**config.mk**
```make
export PLATFORM = sky130hd
export DESIGN_NAME = node_cong_mon
export DESIGN_NICKNAME = d
export VERILOG_FILES = /design/src/rtl/ncm_pkg.sv /design/src/rtl/ncm_occ_counter.sv /design/src/rtl/ncm_flag_gen.sv /design/src/rtl/ncm_fail_latch.sv /design/src/rtl/node_cong_mon.sv
export SDC_FILE = /design/constraint.sdc
export NUM_CORES = 1
export LEC_CHECK = 0
export BUFFER_PORTS_ARGS = -buffer_cell sky130_fd_sc_hd__buf_4
export CAP_MARGIN = 20
export CORE_AREA = 2 2 39 41
export DETAILED_ROUTE_END_ITERATION = 10
export DIE_AREA = 0 0 41 43
export PLACE_DENSITY_LB_ADDON = 0.25
export SLEW_MARGIN = 0
export SYNTH_ARGS = -nofsm -noshare
export SYNTH_HDL_FRONTEND = slang
export SYNTH_SLANG_ARGS = --single-unit
```
**constraint.sdc**
```tcl
create_clock -name clk -period 2 [get_ports clk]
set_input_delay 0.2 -clock clk [delete_from_list [all_inputs] [get_ports clk]]
set_output_delay 0.2 -clock clk [all_outputs]
set_load 0.05 [all_outputs]
```
**src/rtl/ncm_pkg.sv**
```systemverilog
package ncm_pkg;
  typedef struct packed {
    logic ready;
    logic full;
    logic afull;
  } ncm_flags_t;

  localparam ncm_flags_t NCM_FLAGS_RST = '{ready: 1'b1, full: 1'b0, afull: 1'b0};
endpackage

```
**src/rtl/ncm_occ_counter.sv**
```systemverilog
module ncm_occ_counter #(
  parameter int DEPTH = 8,
  localparam int CW = $clog2(DEPTH + 1)
) (
  input  logic          clk,
  input  logic          rst,
  input  logic          push_ok,
  input  logic          pop_req,
  output logic [CW-1:0] occ_q,
  output logic [CW-1:0] occ_nxt
);
  logic pop_ok;

  assign pop_ok = pop_req && (occ_q != '0);

  always_comb begin
    occ_nxt = occ_q;
    if (push_ok && !pop_ok)
      occ_nxt = occ_q + 1'b1;
    else if (pop_ok && !push_ok)
      occ_nxt = occ_q - 1'b1;
  end

  always_ff @(posedge clk) begin
    if (rst) occ_q <= '0;
    else     occ_q <= occ_nxt;
  end
endmodule

```
**src/rtl/ncm_flag_gen.sv**
```systemverilog
module ncm_flag_gen
  import ncm_pkg::*;
#(
  parameter int DEPTH    = 8,
  parameter int AF_LEVEL = 6,
  localparam int CW = $clog2(DEPTH + 1)
) (
  input  logic          clk,
  input  logic          rst,
  input  logic [CW-1:0] occ_nxt,
  output ncm_flags_t    flags_q
);
  localparam logic [CW-1:0] FULL_CNT = CW'(DEPTH);
  localparam logic [CW-1:0] AF_CNT   = CW'(AF_LEVEL);

  ncm_flags_t flags_d;

  always_comb begin
    flags_d.full  = (occ_nxt == FULL_CNT);
    flags_d.ready = !flags_d.full;
    flags_d.afull = (occ_nxt >= AF_CNT);
  end

  always_ff @(posedge clk) begin
    if (rst) flags_q <= NCM_FLAGS_RST;
    else     flags_q <= flags_d;
  end
endmodule

```
**src/rtl/ncm_fail_latch.sv**
```systemverilog
module ncm_fail_latch (
  input  logic clk,
  input  logic rst,
  input  logic reject,
  input  logic clr,
  output logic fail_q
);
  always_ff @(posedge clk) begin
    if (rst)         fail_q <= 1'b0;
    else if (reject) fail_q <= 1'b1;
    else if (clr)    fail_q <= 1'b0;
  end
endmodule

```
**src/rtl/node_cong_mon.sv**
```systemverilog
module node_cong_mon
  import ncm_pkg::*;
#(
  parameter int DEPTH    = 8,
  parameter int AF_LEVEL = 6,
  parameter int NBR      = 4
) (
  input  logic           clk,
  input  logic           rst,
  input  logic           send_i,
  input  logic           pop_i,
  input  logic           clr_fail_i,
  output logic           ready_o,
  output logic [NBR-1:0] warn_o,
  output logic           full_o,
  output logic           almost_full_o,
  output logic           fail_o
);
  localparam int CW = $clog2(DEPTH + 1);

  logic [CW-1:0] occ_q;
  logic [CW-1:0] occ_nxt;
  logic          push_ok;
  logic          reject;
  ncm_flags_t    flags_q;

  assign push_ok = send_i && flags_q.ready;
  assign reject  = send_i && !flags_q.ready;

  ncm_occ_counter #(.DEPTH(DEPTH)) u_cnt (
    .clk     (clk),
    .rst     (rst),
    .push_ok (push_ok),
    .pop_req (pop_i),
    .occ_q   (occ_q),
    .occ_nxt (occ_nxt)
  );

  ncm_flag_gen #(.DEPTH(DEPTH), .AF_LEVEL(AF_LEVEL)) u_flags (
    .clk     (clk),
    .rst     (rst),
    .occ_nxt (occ_nxt),
    .flags_q (flags_q)
  );

  ncm_fail_latch u_fail (
    .clk    (clk),
    .rst    (rst),
    .reject (reject),
    .clr    (clr_fail_i),
    .fail_q (fail_o)
  );

  assign ready_o       = flags_q.ready;
  assign full_o        = flags_q.full;
  assign almost_full_o = flags_q.afull;

  for (genvar g = 0; g < NBR; g++) begin : g_warn
    assign warn_o[g] = flags_q.afull;
  end
endmodule

```
==> results.toml, run 1 <==
[status]
run_status = "completed"

[route]
drt-initial-drc-count = 9
postRouteAntennaNets = 0
finalWirelength_um = 909
wl_per_cell_um = 11.65
vias_per_cell = 4.833
vias = 377
dr.pass1.iters = 3
drc_errors = 0

[global_route]
grt_usage_pct = 12.82
grt_pass1_vias = 367
antenna_found_initial = 0
grt_start_max_net_pins = 7
grt_pass1_wl_mm = 1.504
grt-ovfl-total = 0

[placed_design]
gp_congestion = 0.7158
dpl.hpwl_um = 707.4
io_buffers = 12

[sta]
worstMarginPinSlew_ns = 0.2985
drv_slew = 0
slew_headroom_pct = 79.92
setup_viol = 0
rsz0062_at_grt = "no"
holdWs_ns = 0.1692
period_needed_ns = 1.922
fmax_ghz = 0.5203
hold_violations = 0
fin_worst_skew_ns = 0.005949
fin_setup_tns_ns = 0
finalCritPeriodShare_pct = 96.11

[logic_synthesis]
synth_warnings = 0
ys_seq_area_share_pct = 34.32
synthArstFlopShare_pct = 0
synth_cell_types = 26
yosysMostFrequentCell = "dfxtp_1"
ys_ff_latch = 8
synth_top_cell_by_area = "dfxtp_1"
syn_nets = 56
syn_inst = 49
synth_flop_cell = "dfxtp_1"
synth_area_leaders = "dfxtp_1, buf_4, ha_1, xnor2_1, nand3_1"
synth_edf_count = 0
synth_area_sq_um = 466.7
syn_area_per_cell_sq_um = 9.524
synth_commonest_cells = "dfxtp_1, buf_4, nand2_1, nor2_1, nand3_1"
yosys.area.top_type_share_pct = 34.32

[pwr]
switching_share_pct = 47.25
internal_power_w = 0.0005303
pwr-share-seq_pct = 23.8
ir_worst_vdd_mv = 0.5936
p_sw_w = 0.0004749
comb_power_share_pct = 64.6
p_leak_nw = 0.2760
power.clock.fraction_pct = 11.7
power_density_nw_per_um2 = 1720

[floorplanning]
floorplan.initialDensity_pct = 33.73
die_x_um = 41
coreArea_sq_um = 1384
std_cell_rows = 14
io_pins = 13
dieArea_sq_um = 1763
dieHeight_um = 43

[finish]
area_growth_pct = 25.20
num_antenna_cells = 0
drive_above_1_share_pct = 38.71
nNetsFinal = 71

[cts]
cts-buffers-inserted = 3
clkLatencyLatePin_ns = 0.25
post_cts_buffers = 0
cts_resized = 0
tritoncts = "done"
clockRootBuffer = "clkbuf_4"
cts_num_sinks = 8
cts_buffer_depth = 2
clk_pin_slew_ns = 0.05
htreeDepth = 1
holdBufCountCts = 0

[worst_setup_path]
cp-end-kind = "flop"
path_cells = "inv_1, ha_1, or3b_4, and3_4, a21oi_2, mux2_4, a21o_1"
worstPathRequired_ns = 2.14
slowest_stage = "or3b_4"
worst_setup_path_start_kind = "flop"
crit_arrival_ns = 2.06
crit_fanout = 5
crit_path_max_incr_delay_ns = 0.42
critPathKind = "flop to flop"
cp_num_buf_inv = 1
critPathTopFamily = "simple AND/OR/NAND/NOR gates"

[run]
max_cap_violations = 0

[worst_hold_path]
hold_class = "primary input to flop"
## per-stage QoR
step	instances	power [W]	worst slack [ns]	utilization, %	cell area (sq um)
finish	78	0.001005	0.07786	42.22	584.3
global route	78	0.001082	0.01082	42.22	584.3
CTS	78	0.001019	0.08492	42.22	584.3
detailed placement	75	0.0008929	0.1117	40.60	561.8
global placement	75	0.0008822	0.1264	40.60	561.8
floorplan	49	0.0007712	0.1332	-	466.7
## layer usage
metal	GRT usage, %	vias up	part of all wire (%)
met5	0	-	0
met4	2.000	0	0
met3	7.853	0	5.4
met2	19.69	8	50
met1	15.03	172	45
li1	-	197	-
## placed cells by master, fill, tap and decap left out, drive strengths merged
cell and instances:
nor4 1, nor2b 1, a32o 1, mux2 1
nand2 4, inv 2, nor2 4, and3 2
xnor2 2, mux2i 1, clkbuf 3, a41o 1
a21oi 3, a311oi 1, xor2 1, or3b 1
nor3 1, ha 2, a21o 2, buf 14
dfxtp 8, nand2b 2, a211oi 1, nand3 3
## cells by family (layout without fill, tap and decap cells)
logic type	count (synthesis)	count (layout)	synth area share (%)
DFF	8	8	34.32
AOI/OAI and AO/OA	9	9	19.03
and+or+nand+nor	19	19	22.25
buffers and inverters	6	19	8.044
muxes	2	2	5.361
xor gates and xnor gates	3	3	5.631
adders and majority gates	2	2	5.361
## layout make-up
cell class	instances	area [sq um]
multi-input cells	35	269.0
inverters	2	7.507
flip-flops and latches	8	160.2
well taps	16	20.02
fillers	150	799.5
clock buffers	3	22.52
repair buffers	14	105.1
## registers in the layout (all words and copies together), names as in the netlist
signal           count
u_cnt.occ_q          4
u_flags.flags_q      3
u_fail.fail_q        1
## power groups by stage
stage | clock (W) | sequential [W] | combinational [W]
final | 0.000117 | 0.000239 | 0.000649
after CTS | 0.000126 | 0.000238 | 0.000654
after global routing | 0.000132 | 0.000245 | 0.000705
after floorplan | 0 | 0.000305 | 0.000466
after global placement | 0 | 0.000242 | 0.000641
after detailed placement | 0 | 0.000242 | 0.000651
## final timing paths
path,startpoint,endpoint,slack [ns],depth (start not counted)
max,u_cnt.occ_q[0],u_flags.flags_q[0],0.08,7
min,rst,u_fail.fail_q,0.17,2
max reg2reg,u_cnt.occ_q[0],u_flags.flags_q[0],0.08,7
min reg2reg,u_fail.fail_q,u_fail.fail_q,0.47,2
Power figures use the tool's default switching activity.
==> inputs of run 2 (changes only) <==
--- a/config.mk
+++ b/config.mk
@@ -5,6 +5,7 @@
 export SDC_FILE = /design/constraint.sdc
 export NUM_CORES = 1
 export LEC_CHECK = 0
+export ABC_AREA = 1
 export BUFFER_PORTS_ARGS = -buffer_cell sky130_fd_sc_hd__buf_4
 export CAP_MARGIN = 20
 export CORE_AREA = 2 2 39 41
==> run 2 against run 1 <==
Via count grew 23%; largest power group unchanged; largest cell class unchanged; flip-flop and latch count is the same; first-iteration DRC count shrank 100%; clock-buffer cell count is the same.
==> results.toml, run 2 <==
[finish]
layout_commonest_cell = "nand2_1"
num_antenna_cells = 0
layout_common_cells = "nand2_1, buf_4, inv_1"
regMostFlops = "u_cnt.occ_q"
area_growth_pct = 19.85
stdcell_count = 101
seq_area_sq_um = 160.2
drive_above_1_share_pct = 30.59
fillers = 138
top_regs = "u_cnt.occ_q: 4 flops, u_flags.flags_q: 3 flops, u_fail.fail_q: 1 flops"
nNetsFinal = 94
largest_reg_flops = 4
multiInputGateArea_sq_um = 289.0

[route]
drc_errors = 0
dr.pass1.iters = 1
wl_per_cell_um = 8.842
finalWirelength_um = 893
vias = 462
drt-initial-drc-count = 0
postRouteAntennaNets = 0
vias_per_cell = 4.574

[sta]
hold_violations = 0
setup_viol = 0
fin_setup_tns_ns = 0
rsz0062_at_grt = "no"
drv_slew = 0
slew_headroom_pct = 86.42
fin_worst_skew_ns = 0.0006086
period_needed_ns = 1.576
worstMarginPinSlew_ns = 0.2021
fmax_ghz = 0.6345
finalCritPeriodShare_pct = 78.80

[worst_setup_path]
critPathTopFamily = "simple AND/OR/NAND/NOR gates"
crit_fanout = 6
cp_num_buf_inv = 2
critPathKind = "flop to flop"
worst_setup_path_start_kind = "flop"
reg2regPathDepth = 12
cp.depth = 12
path_cells = "inv_1, ha_1, nand2_4, nand2_4, nand2_4, nand2_2, nand2_1, nand2_2, inv_2, nand2_1, nor2_1, nand2_1"
worstPathRequired_ns = 2.14
crit_path_max_incr_delay_ns = 0.42
cp-end-kind = "flop"
crit_arrival_ns = 1.72
slowest_stage = "dfxtp_1"

[worst_hold_path]
holdPathStages = 2
hold_class = "primary input to flop"

[logic_synthesis]
synth_edf_count = 0
ys_seq_area_share_pct = 30.99
synth_area_sq_um = 516.7
synth_commonest_cells = "nand2_1, inv_1, dfxtp_1"
synth_cell_types = 17
synthArstFlopShare_pct = 0
synth_warnings = 0
ys_ff_latch = 8
yosys.area.top_type_share_pct = 30.99
syn_area_per_cell_sq_um = 6.983
yosysMostFrequentCell = "nand2_1"
syn_inst = 74
synth_top_cell_by_area = "dfxtp_1"
synth_area_leaders = "dfxtp_1, nand2_1, nand3_1, inv_1, nand2_4"
synth_flop_cell = "dfxtp_1"
syn_nets = 81

[global_route]
grt_usage_pct = 12.00
grt-ovfl-total = 0
antenna_found_initial = 0
grt_start_max_net_pins = 7
grt_pass1_vias = 391
grt_pass1_wl_mm = 1.421

[cts]
htreeDepth = 1
cts_buffer_depth = 2
cts_num_sinks = 8
clkLatencyLatePin_ns = 0.25
tritoncts = "done"
holdBufCountCts = 0
clk_pin_slew_ns = 0.05
cts-buffers-inserted = 3
cts_resized = 0
clockRootBuffer = "clkbuf_4"
post_cts_buffers = 0

[floorplanning]
floorplan.initialDensity_pct = 37.34
io_pins = 13
dieHeight_um = 43
coreArea_sq_um = 1384
std_cell_rows = 14
dieArea_sq_um = 1763
die_x_um = 41

[placed_design]
place_inst = 98
io_buffers = 12
dpl.hpwl_um = 758.8
gp_congestion = 0.7276

[pwr]
switching_share_pct = 50.99
p_sw_w = 0.0004549
pwr-share-seq_pct = 26.1
comb_power_share_pct = 60.6
p_leak_nw = 0.3343
ir_worst_vdd_mv = 0.6423
power.clock.fraction_pct = 13.3
power_density_nw_per_um2 = 1440
internal_power_w = 0.0004372

[run]
max_cap_violations = 0

[status]
run_status = "completed"
-- run 2: changes by cell type after synthesis, sizes merged, moves of 3 or more --
cell / change
nand3: +5
nand2: +23
nand3b: +3
nor2: +4
inv: +8
-- run 2: per-stage QoR --
stage               area (sq um)  util [%]  hold WS, ns  worst slack, ns  total power, W
floorplan                  516.7         -       0.2691           0.4622       0.0006980
finish                     619.3     44.76       0.1660           0.4240       0.0008921
detailed placement         596.8     43.13       0.4271           0.4349       0.0007803
global route               619.3     44.76       0.1706           0.2818       0.0009585
CTS                        619.3     44.76       0.1625           0.4230       0.0009003
global placement           596.8     43.13       0.4280           0.4709       0.0007704
-- run 2: power by group through the flow --
stage	logic, W	clock network, W	registers [W]
after CTS	0.000545	0.000122	0.000233
after detailed placement	0.000543	0	0.000237
after floorplan	0.000426	0	0.000272
final	0.000541	0.000118	0.000233
after global placement	0.000535	0	0.000236
after global routing	0.000590	0.000128	0.000240
-- run 2: layer usage --
metal / track usage, % / vias up / wire (um)
li1: - / 249 / -
met1: 13.68 / 203 / 399
met2: 18.44 / 10 / 424
met3: 7.853 / 0 / 69
met4: 2.000 / 0 / 0
met5: 0 / - / 0
-- run 2: path summary, 6_finish.rpt --
kind	startpoint	slack, ns	end
worst max register to register	u_cnt.occ_q[0]	0.42	u_flags.flags_q[2]
worst max-delay path	u_cnt.occ_q[0]	0.42	u_flags.flags_q[2]
worst min-delay path	rst	0.17	u_cnt.occ_q[1]
worst min register to register	u_fail.fail_q	0.47	u_fail.fail_q
-- run 2: cell type report --
class	instances	share of cell area (%)
multi-input combinational	52	46.67
inverter	10	6.061
tap	16	3.232
sequential	8	25.86
timing repair buffer	12	14.55
clock buffer	3	3.636
-- run 2: worst reg2reg max path, delay by kind of cell (launching register included) --
family / cells / cell delay, ns
flip-flops: 1 / 0.42
AND/OR/NAND/NOR: 9 / 0.61
adder cells (fa/ha/maj): 1 / 0.25
buffers and inverters: 2 / 0.18
-- run 2: cells by family (layout without fill, tap and decap cells) --
kind of cell	Yosys count	after routing	share of synthesized area, %
AOI/OAI and AO/OA	1	1	0.9676
adders and majority gates	2	2	4.842
buffers and inverters	14	25	13.07
DFF	8	8	30.99
and+or+nand+nor	49	49	50.12
==> inputs of run 3 (changes only) <==
==> constraint.sdc (replaced) <==
create_clock -name clk -period 1.6 [get_ports clk]
set_input_delay 0.16 -clock clk [delete_from_list [all_inputs] [get_ports clk]]
set_output_delay 0.16 -clock clk [all_outputs]
set_load 0.05 [all_outputs]
==> run 3 against run 2 <==
Clock skew up 0.0026 ns; via count rose by 1.3%; global-route usage grew 1.6 points; clock power increased by 31%; final cell count is 0.99% higher; fmax is 10% higher; sequential power up 23%; largest cell class unchanged; sequential share of layout area shrank 0.16 points.
==> results.toml, run 3 (synthesized netlist as in run 2, its figures left out) <==
[sta]
period_needed_ns = 1.428
rsz0062_at_grt = "no"
final.setup.worst_slack_ns = 0.1725
drv_slew = 0
slew_headroom_pct = 86.43
fmax_ghz = 0.7005
worstMarginPinSlew_ns = 0.2020
holdWs_ns = 0.1111
hold_violations = 0
finalCritPeriodShare_pct = 89.22
fin_worst_skew_ns = 0.003187
fin_setup_tns_ns = 0
setup_viol = 0

[worst_setup_path]
crit_fanout = 5
worstPathRequired_ns = 1.75
critPathKind = "flop to flop"
crit_arrival_ns = 1.57
cp-end-kind = "flop"
worst_setup_path_start_kind = "flop"

[cts]
cts_num_sinks = 8
clk_pin_slew_ns = 0.05
tritoncts = "done"
clkLatencyLatePin_ns = 0.26
cts-buffers-inserted = 3
htreeDepth = 1
clockRootBuffer = "clkbuf_4"
cts_buffer_depth = 2
holdBufCountCts = 0
post_cts_buffers = 0

[floorplanning]
std_cell_rows = 14
dieArea_sq_um = 1763
die_x_um = 41
dieHeight_um = 43
floorplan.initialDensity_pct = 37.34
io_pins = 13
coreArea_sq_um = 1384

[finish]
nNetsFinal = 95
layout_commonest_cell = "nand2_1"
layout_common_cells = "nand2_1, buf_4, inv_1"
drive_above_1_share_pct = 32.56
largest_reg_flops = 4
area_growth_pct = 21.55
num_antenna_cells = 0
fillers = 144
top_regs = "u_cnt.occ_q: 4 flops, u_flags.flags_q: 3 flops, u_fail.fail_q: 1 flops"
regMostFlops = "u_cnt.occ_q"

[pwr]
p_leak_nw = 0.3397
ir_worst_vdd_mv = 0.7332
power_density_nw_per_um2 = 1809

[worst_hold_path]
hold_class = "primary input to flop"

[placed_design]
dpl.hpwl_um = 779.5
dp_slack_ns = 0.1386
gp_congestion = 0.8106
io_buffers = 12

[run]
max_cap_violations = 0

[route]
vias = 468
dr.pass1.iters = 3
finalWirelength_um = 968
drt-initial-drc-count = 4
postRouteAntennaNets = 0
vias_per_cell = 4.588
drc_errors = 0
wl_per_cell_um = 9.490

[global_route]
antenna_found_initial = 0
grt-ovfl-total = 0
grt_start_max_net_pins = 7
grt_pass1_vias = 369
grt_pass1_wl_mm = 1.497
grt_usage_pct = 13.62

[status]
run_status = "completed"
run 3: changes by cell type in the layout (fill, tap and decap cells not counted), sizes merged:
cell	previous run	this run
buf	12	13
run 3: cell type report:
type                            count  area (sq um)  area share (%)
Clock buffer                        3         22.52           3.586
Multi-Input combinational cell     52         289.0           46.02
Tap cell                           16         20.02           3.187
Inverter                           10         37.54           5.976
Timing Repair Buffer               13         97.59           15.54
Sequential cell                     8         161.4           25.70
run 3: final timing paths:
path	from	to	slack, ns	depth (start not counted)
worst min-delay path	rst	u_cnt.occ_q[1]	0.11	2
worst max register to register	u_cnt.occ_q[0]	u_flags.flags_q[2]	0.17	12
worst min register to register	u_fail.fail_q	u_fail.fail_q	0.47	2
worst max-delay path	u_cnt.occ_q[0]	u_flags.flags_q[2]	0.17	12
run 3: layer usage:
layer / vias up / share of wire, % / GRT usage (%)
li1: 254 / - / -
met1: 201 / 43 / 15.03
met2: 11 / 50 / 19.38
met3: 2 / 6.4 / 7.853
met4: 0 / 1.2 / 8.000
met5: - / 0 / 0
run 3: critical path, stage by stage (launching register included):
cell     delay, ns
dfxtp_1       0.32
inv_1         0.07
ha_1          0.24
nand2_4       0.11
nand2_4       0.07
nand2_4       0.07
nand2_2       0.04
nand2_1       0.06
nand2_2       0.06
inv_2         0.07
nand2_1       0.05
nor2_1        0.09
nand2_1       0.05
run 3: where the power goes:
part,internal [W],switching (W)
Sequential,0.000245,0.0000413
Combinational,0.000226,0.000469
Clock,0.0000858,0.0000686
Total,0.000557,0.000579
run 3: through the flow:
step / instance area [sq um] / std cells / total power, W / util [%]
2_1_floorplan: 516.7 / 74 / 0.0008725 / -
3_3_place_gp: 604.3 / 99 / 0.0009780 / 43.67
3_5_place_dp: 604.3 / 99 / 0.0009885 / 43.67
4_1_cts: 626.9 / 102 / 0.001145 / 45.30
5_1_grt: 628.1 / 102 / 0.001232 / 45.39
6_report: 628.1 / 102 / 0.001136 / 45.39
run 3: what timing repair did:
action / in CTS / in global routing
endpoints found under the hold margin: 0 / 0
resized for setup: 0 / 1
endpoints found under the setup margin: 0 / 1
